**src/rtl/pcmrx_pkg.sv**
```systemverilog
package pcmrx_pkg;
  localparam int MAX_HALF = 32;

  typedef enum logic [1:0] {
    FMT_I2S      = 2'd0,
    FMT_RJ16     = 2'd1,
    FMT_LJ24     = 2'd2,
    FMT_LJ24_ALT = 2'd3
  } pcm_fmt_e;

  // bit clocks in one half-frame for a slot-length code
  function automatic logic [5:0] half_bits(input logic [1:0] code);
    case (code)
      2'd0:    return 6'd16;
      2'd1:    return 6'd24;
      default: return 6'd32;
    endcase
  endfunction
endpackage

```
**src/rtl/pcmrx_sync.sv**
```systemverilog
module pcmrx_sync #(
  parameter int W = 3
) (
  input  logic         clk,
  input  logic         rst,
  input  logic [W-1:0] d,
  output logic [W-1:0] q
);
  logic [W-1:0] meta;

  always_ff @(posedge clk) begin
    if (rst) begin
      meta <= '0;
      q    <= '0;
    end else begin
      meta <= d;
      q    <= meta;
    end
  end
endmodule

```
**src/rtl/pcmrx_prio.sv**
```systemverilog
module pcmrx_prio #(
  parameter int N     = 3,
  parameter int SEL_W = $clog2(N + 1)
) (
  input  logic             clk,
  input  logic             rst,
  input  logic [N-1:0]     en,
  output logic [SEL_W-1:0] idx_q
);
  localparam logic [SEL_W-1:0] NONE_IDX = SEL_W'(N);

  logic [SEL_W-1:0] win;

  always_comb begin
    win = NONE_IDX;
    for (int i = N - 1; i >= 0; i--) begin
      if (en[i]) win = SEL_W'(i);
    end
  end

  always_ff @(posedge clk) begin
    if (rst) idx_q <= NONE_IDX;
    else     idx_q <= win;
  end

  // port 0 enabled always takes the grant
  a_r2_port0_wins: assert property (@(posedge clk) disable iff (rst)
    en[0] |=> (idx_q == '0));
  // port 1 enabled without port 0 takes the grant
  a_r2_port1_next: assert property (@(posedge clk) disable iff (rst)
    (en[1:0] == 2'b10) |=> (idx_q == SEL_W'(1)));
  // nothing enabled, no grant
  a_r9_no_grant: assert property (@(posedge clk) disable iff (rst)
    (en == '0) |=> (idx_q == NONE_IDX));
endmodule

```
**src/rtl/pcmrx_deframer.sv**
```systemverilog
module pcmrx_deframer
  import pcmrx_pkg::*;
#(
  parameter int SAMPLE_W = 24,
  parameter int RJ_W     = 16,
  parameter int SHIFT_W  = MAX_HALF,
  parameter int CNT_W    = 6
) (
  input  logic                clk,
  input  logic                rst,
  input  logic                clr,
  input  pcm_fmt_e            fmt,
  input  logic [1:0]          slot,
  input  logic                bclk,
  input  logic                wclk,
  input  logic                sdat,
  output logic [SAMPLE_W-1:0] left_q,
  output logic [SAMPLE_W-1:0] right_q,
  output logic                valid_q
);
  localparam int PAD_W = SAMPLE_W - RJ_W;

  logic                bclk_d;
  logic                ws_d1;
  logic                ws_prev;
  logic                primed;
  logic                armed;
  logic                have_left;
  logic [CNT_W-1:0]    cnt;
  logic [SHIFT_W-1:0]  shreg;
  logic [SAMPLE_W-1:0] left_hold;

  logic                rise;
  logic                ws_eff;
  logic                boundary;
  logic [CNT_W-1:0]    hlen;
  logic [CNT_W-1:0]    sh_amt;
  logic                len_ok;
  logic                prev_left;
  logic [SHIFT_W-1:0]  aligned;
  logic [SAMPLE_W-1:0] word;

  always_comb begin
    rise      = bclk & ~bclk_d;
    // I2S is left-justified framing against a word clock delayed by one bit
    ws_eff    = (fmt == FMT_I2S) ? ws_d1 : wclk;
    boundary  = primed && (ws_eff != ws_prev);
    hlen      = CNT_W'(half_bits(slot));
    len_ok    = (cnt == hlen);
    prev_left = (fmt == FMT_I2S) ? ~ws_prev : ws_prev;
    sh_amt    = CNT_W'(SHIFT_W) - hlen;
    aligned   = shreg << sh_amt;
    if (fmt == FMT_RJ16) word = {shreg[RJ_W-1:0], {PAD_W{1'b0}}};
    else                 word = aligned[SHIFT_W-1 -: SAMPLE_W];
  end

  always_ff @(posedge clk) begin
    valid_q <= 1'b0;
    if (rst) begin
      bclk_d    <= 1'b0;
      ws_d1     <= 1'b0;
      ws_prev   <= 1'b0;
      primed    <= 1'b0;
      armed     <= 1'b0;
      have_left <= 1'b0;
      cnt       <= '0;
      shreg     <= '0;
      left_hold <= '0;
      left_q    <= '0;
      right_q   <= '0;
    end else if (clr) begin
      bclk_d    <= bclk;
      primed    <= 1'b0;
      armed     <= 1'b0;
      have_left <= 1'b0;
      cnt       <= '0;
    end else begin
      bclk_d <= bclk;
      if (rise) begin
        ws_d1 <= wclk;
        shreg <= {shreg[SHIFT_W-2:0], sdat};
        if (!primed) begin
          primed  <= 1'b1;
          ws_prev <= wclk;
          cnt     <= CNT_W'(1);
        end else begin
          ws_prev <= ws_eff;
          if (boundary) begin
            cnt   <= CNT_W'(1);
            armed <= 1'b1;
            if (armed && len_ok) begin
              if (prev_left) begin
                left_hold <= word;
                have_left <= 1'b1;
              end else if (have_left) begin
                left_q    <= left_hold;
                right_q   <= word;
                valid_q   <= 1'b1;
                have_left <= 1'b0;
              end
            end else if (armed) begin
              have_left <= 1'b0;
            end
          end else if (cnt != '1) begin
            cnt <= cnt + 1'b1;
          end
        end
      end
    end
  end

  // strobe lasts a single cycle
  a_r7_single_pulse: assert property (@(posedge clk) disable iff (rst)
    valid_q |=> !valid_q);
  // a flush never lets a strobe through
  a_r8_clear_quiet: assert property (@(posedge clk) disable iff (rst)
    clr |=> !valid_q);
  // samples only move together with the strobe
  a_r10_left_hold: assert property (@(posedge clk) disable iff (rst)
    !$stable(left_q) |-> valid_q);
  a_r10_right_hold: assert property (@(posedge clk) disable iff (rst)
    !$stable(right_q) |-> valid_q);
endmodule

```
**src/rtl/pcm_port_rx.sv**
```systemverilog
module pcm_port_rx
  import pcmrx_pkg::*;
#(
  parameter int NPORTS   = 3,
  parameter int SAMPLE_W = 24,
  parameter int RJ_W     = 16,
  parameter int SEL_W    = $clog2(NPORTS + 1)
) (
  input  logic                clk,
  input  logic                rst,
  input  logic [NPORTS-1:0]   port_en,
  input  logic [1:0]          fmt_sel,
  input  logic [1:0]          slot_sel,
  input  logic [NPORTS-1:0]   wclk_in,
  input  logic [NPORTS-1:0]   bclk_in,
  input  logic [NPORTS-1:0]   sdata_in,
  output logic [SAMPLE_W-1:0] left_out,
  output logic [SAMPLE_W-1:0] right_out,
  output logic                sample_valid,
  output logic [SEL_W-1:0]    active_port
);
  localparam logic [SEL_W-1:0] NONE_IDX = SEL_W'(NPORTS);
  localparam int LINES = 3;

  logic [LINES-1:0] port_s [NPORTS];
  logic [SEL_W-1:0] idx_q;
  logic [SEL_W-1:0] idx_qq;
  logic [3:0]       cfg_q;
  logic [3:0]       cfg_qq;
  logic             clr;
  logic             bclk_m;
  logic             wclk_m;
  logic             sdat_m;

  for (genvar p = 0; p < NPORTS; p++) begin : g_port_sync
    pcmrx_sync #(.W(LINES)) i_sync (
      .clk (clk),
      .rst (rst),
      .d   ({bclk_in[p], wclk_in[p], sdata_in[p]}),
      .q   (port_s[p])
    );
  end

  pcmrx_prio #(.N(NPORTS), .SEL_W(SEL_W)) i_prio (
    .clk   (clk),
    .rst   (rst),
    .en    (port_en),
    .idx_q (idx_q)
  );

  always_ff @(posedge clk) begin
    if (rst) begin
      cfg_q  <= '0;
      cfg_qq <= '0;
      idx_qq <= NONE_IDX;
    end else begin
      cfg_q  <= {fmt_sel, slot_sel};
      cfg_qq <= cfg_q;
      idx_qq <= idx_q;
    end
  end

  always_comb begin
    clr = (cfg_q != cfg_qq) || (idx_q != idx_qq) || (idx_q == NONE_IDX);
    {bclk_m, wclk_m, sdat_m} = '0;
    for (int i = 0; i < NPORTS; i++) begin
      if (idx_q == SEL_W'(i)) {bclk_m, wclk_m, sdat_m} = port_s[i];
    end
  end

  pcmrx_deframer #(.SAMPLE_W(SAMPLE_W), .RJ_W(RJ_W)) i_deframer (
    .clk     (clk),
    .rst     (rst),
    .clr     (clr),
    .fmt     (pcm_fmt_e'(cfg_q[3:2])),
    .slot    (cfg_q[1:0]),
    .bclk    (bclk_m),
    .wclk    (wclk_m),
    .sdat    (sdat_m),
    .left_q  (left_out),
    .right_q (right_out),
    .valid_q (sample_valid)
  );

  assign active_port = idx_q;

  // reset leaves the outputs idle
  a_r1_reset_idle: assert property (@(posedge clk)
    rst |=> (!sample_valid && active_port == NONE_IDX));
  // no strobe while no port holds the grant
  a_r9_silent: assert property (@(posedge clk) disable iff (rst)
    (active_port == NONE_IDX) |=> !sample_valid);
endmodule

```
**config.mk**
```make
export PLATFORM = sky130hd
export DESIGN_NAME = pcm_port_rx
export DESIGN_NICKNAME = d
export VERILOG_FILES = /design/src/rtl/pcmrx_pkg.sv /design/src/rtl/pcmrx_sync.sv /design/src/rtl/pcmrx_prio.sv /design/src/rtl/pcmrx_deframer.sv /design/src/rtl/pcm_port_rx.sv
export SDC_FILE = /design/constraint.sdc
export NUM_CORES = 1
export LEC_CHECK = 0
export ABC_AREA = 1
export BUFFER_PORTS_ARGS = -buffer_cell sky130_fd_sc_hd__buf_2
export CAP_MARGIN = 20
export CORE_UTILIZATION = 50
export DETAILED_ROUTE_END_ITERATION = 7
export PLACE_DENSITY = 0.8
export SETUP_SLACK_MARGIN = 0.3
export SYNTH_ARGS = -nofsm -noshare
export SYNTH_HDL_FRONTEND = slang
export SYNTH_HIERARCHICAL = 1
export SYNTH_SLANG_ARGS = --single-unit
```
**constraint.sdc**
```tcl
create_clock -name clk -period 3.3 [get_ports clk]
set_input_delay 0.66 -clock clk [delete_from_list [all_inputs] [get_ports clk]]
set_output_delay 0.66 -clock clk [all_outputs]
set_load 0.005 [all_outputs]
```
==> summary.txt, run 1 <==
Clock network
  – CTS Sinks: 147
  – Worst-skew pair later-pin latency: 0.43 ns
  – CTS tree: done
  – Postcts setup bufs: 0
  – CTS buffer count: 17
  – Clock root buffer: clkbuf_16
  – Post_cts resized: 0
  – CTS clock-pin slew for the worst setup and hold paths: 0.06 ns
  – Post-CTS Hold Buffers: 0
  – H-tree depth: 4
  – Deepest clock path buffer count: 2

Detailed routing
  – DR DRC count: 0
  – Drt via density: 5.13
  – WL final: 15000 um
  – Total number of vias: 5918
  – Iter 0 DRT Violations: 571
  – Drt wl/cell: 13.0 um
  – 1st-pass router iterations: 5
  – Post-DRT Antenna Nets: 0

STA
  – Worst rel slew slack: 45.5%
  – Slew Limit Fails: 0
  – RSZ-0062 raised after global routing: no
  – Worst slew pin tran: 0.816 ns
  – Endpoints failing setup: 0
  – Crit share post-route: 74.4%
  – Setup_tns: 0 ns
  – Min cycle time layout: 2.45 ns
  – Hold Fails Final Rpt: 0
  – Final worst slack: 0.846 ns
  – Max Clk Rate: 407 MHz
  – Final setup skew: 0.00963 ns

Job
  – Max Cap Viol: 0

GRT
  – GRT Total Usage: 23.9%
  – Largest net degree at the start of global routing: 80
  – Vias in the first global route: 5192
  – GR Overflow Total: 0
  – First-pass GRT wire length: 24600 um
  – Initial antenna violation count: 0

Floorplanning
  – Die X: 115 um
  – Die Ht: 115 um
  – Initial Util: 52.2%
  – Row count: 40
  – Floorplan core area: 0.0123 sq mm
  – Die ar.: 0.0133 sq mm
  – IO Count: 69

Logic synthesis
  – Cells after Synth: 925
  – Synth Cell Area: 0.00640 sq mm
  – Seq/Total Area, Yosys: 46.0%
  – Synth top area cells: dfxtp_1 (46%), nand2_1 (12%), nor2_1 (9.0%), nand3_1 (7.5%), inv_1 (6.3%)
  – Share of the synthesized area in the top cell type: 46.0%
  – Yosys warns: 6
  – Syn Nets: 945
  – Post-synth EDFFs: 0
  – #FFs+latches synth: 147
  – Synth async-reset ratio: 0%
  – Count leader, synth: nand2_1
  – Mean Syn Cell Area: 6.92 sq um
  – Top cells by count, synth: nand2_1 (201), nor2_1 (153), dfxtp_1 (147)
  – Top_reg_cell synth: dfxtp_1
  – Area leader, netlist: dfxtp_1
  – Post-synth cell types: 31

Placement
  – Pre-CTS setup slack: 0.950 ns
  – Routability Congestion: 0.930
  – HPWL after detailed placement: 9600 um
  – IO buf count: 68

Worst setup path
  – Crit. End Element: flip-flop
  – CP Data Required Time: 3.62 ns
  – Crit path launch type: flip-flop
  – Worst r2r path cells: 10
  – Crit Path Category: reg2reg
  – Crit path DAT: 2.78 ns
  – Crit-path max FO: 34

Final layout
  – Layout area overhead: 17.2%
  – Nets: 992
  – Number of diodes: 0
  – Ratio of cells with drive above 1 in the final layout: 13.5%

Power
  – Max IR drop VDD: 393 uV
  – Power share of the combinational group: 4.8%
  – Seq pwr share: 43.2%
  – Cell Int Power: 3280 uW
  – Power per Cell Area: 557 mW/mm^2
  – Clock share of power: 52.0%
  – Psw: 899 uW
  – Leakage: 0.00332 uW
  – Sw Ratio: 21.5%

Min path
  – Worst Hold Depth: 2
  – Hold WC Path Type: reg2reg

Run status
  – Status: completed
[cells by family after synthesis]
family | count (synthesis) | share of synthesized area, %
buffers and inverters | 167 | 10.7
AOI/OAI and AO/OA | 142 | 12.2
and+or+nand+nor | 466 | 30.6
xor gates and xnor gates | 1 | 0.137
DFF | 147 | 46.0
adders and majority gates | 2 | 0.391
[area by class of cell]
| class | count | area [sq um] |
|---|---|---|
| repair buffers | 78 | 453 |
| multi-input cells | 611 | 2770 |
| fillers | 1094 | 4760 |
| well taps | 168 | 210 |
| flip-flops and latches | 147 | 2940 |
| clock buffers | 21 | 480 |
| inverters | 117 | 442 |
| clock inverters | 11 | 199 |
[stage by stage]
step | instances | power, uW | instance area [sq um] | hold slack, ns | util, %
detailed placement | 1121 | 2040 | 6820 | 0.394 | 55.6
CTS | 1153 | 4200 | 7500 | 0.402 | 61.2
floorplan | 925 | 1980 | 6400 | 0.388 | -
global route | 1153 | 4310 | 7500 | 0.414 | 61.2
finish | 1153 | 4180 | 7500 | 0.401 | 61.2
global placement | 1121 | 2040 | 6820 | 0.391 | 55.6
[layer usage]
layer | GRT usage, % | share of wire (%) | up-vias
met1 | 31.6 | 45 | 2682
met4 | 10.3 | 1.7 | 0
met3 | 5.85 | 7.4 | 23
li1 | - | - | 3005
met2 | 37.3 | 46 | 208
met5 | 0 | 0 | -
[registers in the layout, summed over array words and instances (netlist names), 2 cells and up]
| signal | cells |
|---|---|
| cfg_q | 4 |
| cfg_qq | 4 |
| g_port_sync.i_sync/meta | 9 |
| g_port_sync.i_sync/q | 9 |
| i_deframer/cnt | 6 |
| i_deframer/left_hold | 24 |
| i_deframer/left_q | 24 |
| i_deframer/right_q | 24 |
| i_deframer/shreg | 32 |
| i_prio/idx_q | 2 |
| idx_qq | 2 |
[final timing paths]
check	from	endpoint	slack, ns
worst max-delay path	cfg_q[1]	i_deframer/right_q[11]	0.85
worst min-delay path	g_port_sync[0].i_sync/meta[0]	g_port_sync[0].i_sync/q[0]	0.40
worst max register to register	cfg_q[1]	i_deframer/right_q[11]	0.85
worst min register to register	g_port_sync[0].i_sync/meta[0]	g_port_sync[0].i_sync/q[0]	0.40
[worst max-delay path, cell delays in order, from the launching register on]
cell	delay, ns
dfxtp_1	0.46
inv_4	0.15
nand2_4	0.30
nor2_1	0.11
nor2_2	0.16
nand2_2	0.09
nor2_4	0.50
buf_4	0.30
nand3_1	0.09
nand2_1	0.10
nor2_1	0.06
[power groups by stage]
stage	registers [uW]	logic, uW	clock network (uW)
6_report	1810	200	2170
5_1_grt	1810	225	2280
3_5_place_dp	1850	195	0
2_1_floorplan	1840	140	0
4_1_cts	1810	197	2200
3_3_place_gp	1840	194	0
[cells in the final DEF, fill, tap and decap left out]
| cell | n |
|---|---|
| o211ai_1 | 5 |
| clkbuf_8 | 4 |
| o21ai_0 | 27 |
| clkinv_4 | 5 |
| o22ai_1 | 16 |
| inv_4 | 1 |
| ha_1 | 2 |
| nand3_2 | 2 |
| o21ai_2 | 1 |
| xor2_1 | 1 |
| clkbuf_16 | 17 |
| nand2_1 | 201 |
| inv_2 | 6 |
| clkinv_2 | 1 |
| nor2_2 | 3 |
| a221oi_1 | 1 |
| a21oi_1 | 79 |
| nor3_1 | 1 |
| buf_4 | 7 |
| inv_1 | 108 |
| nand2_4 | 1 |
| o21a_1 | 1 |
| dfxtp_1 | 147 |
| clkinv_1 | 2 |
| o21bai_1 | 10 |
| nand3_4 | 1 |
| a211oi_1 | 2 |
| buf_12 | 3 |
| bufinv_16 | 5 |
| nor2_4 | 5 |
| buf_2 | 68 |
| nor2_1 | 153 |
| nand3_1 | 96 |
| nand2_2 | 3 |
Power figures use the tool's default switching activity.
==> inputs of run 2 (changes only) <==
Clock period 3.3 ns to 2.39 ns, I/O delays scaled along.
==> run 2 against run 1 <==
  * Power up 30%
  * Count of clock-buffer cells in the layout is 2 lower
  * Sequential share of layout area decreased by 0.62 points
  * Register-to-register slack got worse by 0.44 ns
  * Clock power grew 23%
  * Cell area rose by 1.8%
  * Sequential power rose by 38%
  * Critical path type unchanged
  * Hold slack worse by 0.15 ns
==> summary.txt, run 2 (synthesized netlist as in run 1, its figures left out) <==
Detailed routing
  – Total number of vias: 5941 (was 5918)
  – Iter 0 DRT Violations: 571 (unchanged)
  – Drt wl/cell: 13.1 um (was 13.0 um)
  – 1st-pass router iterations: 6 (was 5)
  – Drt via density: 5.10 (was 5.13)
  – DR DRC count: 0 (unchanged)
  – WL final: 15200 um (was 15000 um)
  – Post-DRT Antenna Nets: 0 (unchanged)

Final layout
  – Largest register FFs: 32 (unchanged)
  – Layout area overhead: 19.2% (was 17.2%)
  – Commonest non-fill, non-tap cell in the layout: nand2_1 (unchanged)
  – Number of diodes: 0 (unchanged)
  – Nets: 1004 (was 992)
  – Reg with most FFs: i_deframer/shreg (unchanged)
  – Ratio of cells with drive above 1 in the final layout: 15.2% (was 13.5%)
  – Most frequent cells in the layout: nand2_1 (199), nor2_1 (152), dfxtp_1 (143) (was nand2_1 (201), nor2_1 (153), dfxtp_1 (147))
  – Fill cell count: 1067 (was 1094)

Floorplanning
  – Initial Util: 52.2% (unchanged)
  – Row count: 40 (unchanged)
  – Die X: 115 um (unchanged)
  – Die Ht: 115 um (unchanged)
  – Die ar.: 0.0133 sq mm (unchanged)
  – IO Count: 69 (unchanged)
  – Floorplan core area: 0.0123 sq mm (unchanged)

Clock network
  – Clock root buffer: clkbuf_16 (unchanged)
  – CTS tree: done (unchanged)
  – CTS buffer count: 17 (unchanged)
  – CTS Sinks: 147 (unchanged)
  – CTS clock-pin slew for the worst setup and hold paths: 0.06 ns (about the same)
  – Worst-skew pair later-pin latency: 0.42 ns (was 0.43 ns)
  – Deepest clock path buffer count: 2 (unchanged)
  – H-tree depth: 4 (unchanged)

Power
  – Power per Cell Area: 714 mW/mm^2 (was 557 mW/mm^2)
  – Max IR drop VDD: 625 uV (was 393 uV)
  – Leakage: 0.00338 uW (was 0.00332 uW)
  – Total power: 5450 uW (was 4180 uW)

Placement
  – HPWL after detailed placement: 9640 um (was 9600 um)
  – Routability Congestion: 0.839 (was 0.930)
  – IO buf count: 68 (unchanged)

STA
  – Worst rel slew slack: 57.7% (was 45.5%)
  – Worst slew pin tran: 0.634 ns (was 0.816 ns)
  – Final setup skew: 0.00580 ns (was 0.00963 ns)
  – Max Clk Rate: 505 MHz (was 407 MHz)
  – Setup_tns: 0 ns (unchanged)
  – Slew Limit Fails: 0 (unchanged)
  – Endpoints failing setup: 0 (unchanged)
  – RSZ-0062 raised after global routing: yes (was no)
  – Hold Fails Final Rpt: 0 (unchanged)
  – Min cycle time layout: 1.98 ns (was 2.45 ns)
  – Worst Hold Slack: 0.251 ns (was 0.401 ns)
  – Crit share post-route: 82.8% (was 74.4%)

Worst setup path
  – Crit. End Element: flip-flop (unchanged)
  – Crit Path Category: reg2reg (unchanged)
  – Crit path launch type: flip-flop (unchanged)
  – Crit path DAT: 2.30 ns (was 2.78 ns)
  – Crit-path max FO: 29 (was 34)
  – Worst r2r path cells: 10 (unchanged)
  – CP Data Required Time: 2.71 ns (was 3.62 ns)

Min path
  – Worst Hold Depth: 3 (was 2)
  – Hold WC Path Type: in2reg (was reg2reg)

Job
  – Max Cap Viol: 0 (unchanged)

GRT
  – Initial antenna violation count: 0 (unchanged)
  – GRT Total Usage: 23.5% (was 23.9%)
  – Largest net degree at the start of global routing: 45 (was 80)
  – First-pass GRT wire length: 24500 um (was 24600 um)
  – GR Overflow Total: 0 (unchanged)
  – Vias in the first global route: 5192 (unchanged)

Run status
  – Status: completed (unchanged)
==> run 2: cell types whose count changed in the layout (fill, tap and decap cells not counted), sizes merged <==
cell | before | now
inv | 115 | 117
bufinv | 5 | 3
buf | 78 | 88
clkinv | 8 | 10
==> run 2: metrics by stage <==
stage | utilization [%] | instances | instance area, sq um | worst slack (ns)
floorplan | - | 925 | 6400 | 0.642
global placement | 56.3 | 1129 | 6910 | 0.252
detailed placement | 56.3 | 1129 | 6910 | 0.175
CTS | 61.6 | 1163 | 7550 | 0.305
global route | 62.3 | 1165 | 7630 | 0.266
finish | 62.3 | 1165 | 7630 | 0.410
==> run 2: worst paths after layout <==
kind                            slack (ns)                         end                     startpoint
worst max-delay path                  0.41          i_deframer/ws_prev                       cfg_q[0]
worst min-delay path                  0.25                    cfg_q[3]                     fmt_sel[1]
worst max register to register        0.41          i_deframer/ws_prev                       cfg_q[0]
worst min register to register        0.40  g_port_sync[1].i_sync/q[2]  g_port_sync[1].i_sync/meta[2]
==> run 2: metal layers <==
| layer | up-vias | global-route usage [%] | part of all wire, % |
|---|---|---|---|
| li1 | 3036 | - | - |
| met1 | 2683 | 30.8 | 46 |
| met3 | 26 | 5.06 | 5.8 |
| met5 | - | 0 | 0 |
| met2 | 196 | 38.0 | 46 |
| met4 | 0 | 9.09 | 2.0 |
==> run 2: layout make-up <==
type                            instances  area (sq um)  area share, %
Clock buffer                           19           433           5.67
Clock inverter                         13           159           2.08
Inverter                              117           447           5.85
Multi-Input combinational cell        611          2800           36.7
Sequential cell                       147          2950           38.6
Tap cell                              168           210           2.75
Timing Repair Buffer                   90           639           8.37
==> run 2: power by group <==
group	internal, uW	switching (uW)
clock network	1640	1020
logic	92.9	201
registers	2480	17.8
total	4210	1240
==> run 2: timing repair <==
action                                  CTS  global route
resized for setup                         4            15
endpoints found under the hold margin     0             0
setup buffers                             1             0
gates cloned                              1             2
endpoints found under the setup margin   24            89
hold buffers                              0             0
pin swaps                                 1             1
==> run 2: critical path: stages (launching register included) <==
cell and delay, ns:
dfxtp_1 0.44, inv_1 0.09, nand2_1 0.06, nand2_1 0.06
nor2_2 0.09, nand3_1 0.14, inv_4 0.16, buf_6 0.19
nand2_1 0.08, buf_4 0.24, a221oi_1 0.32
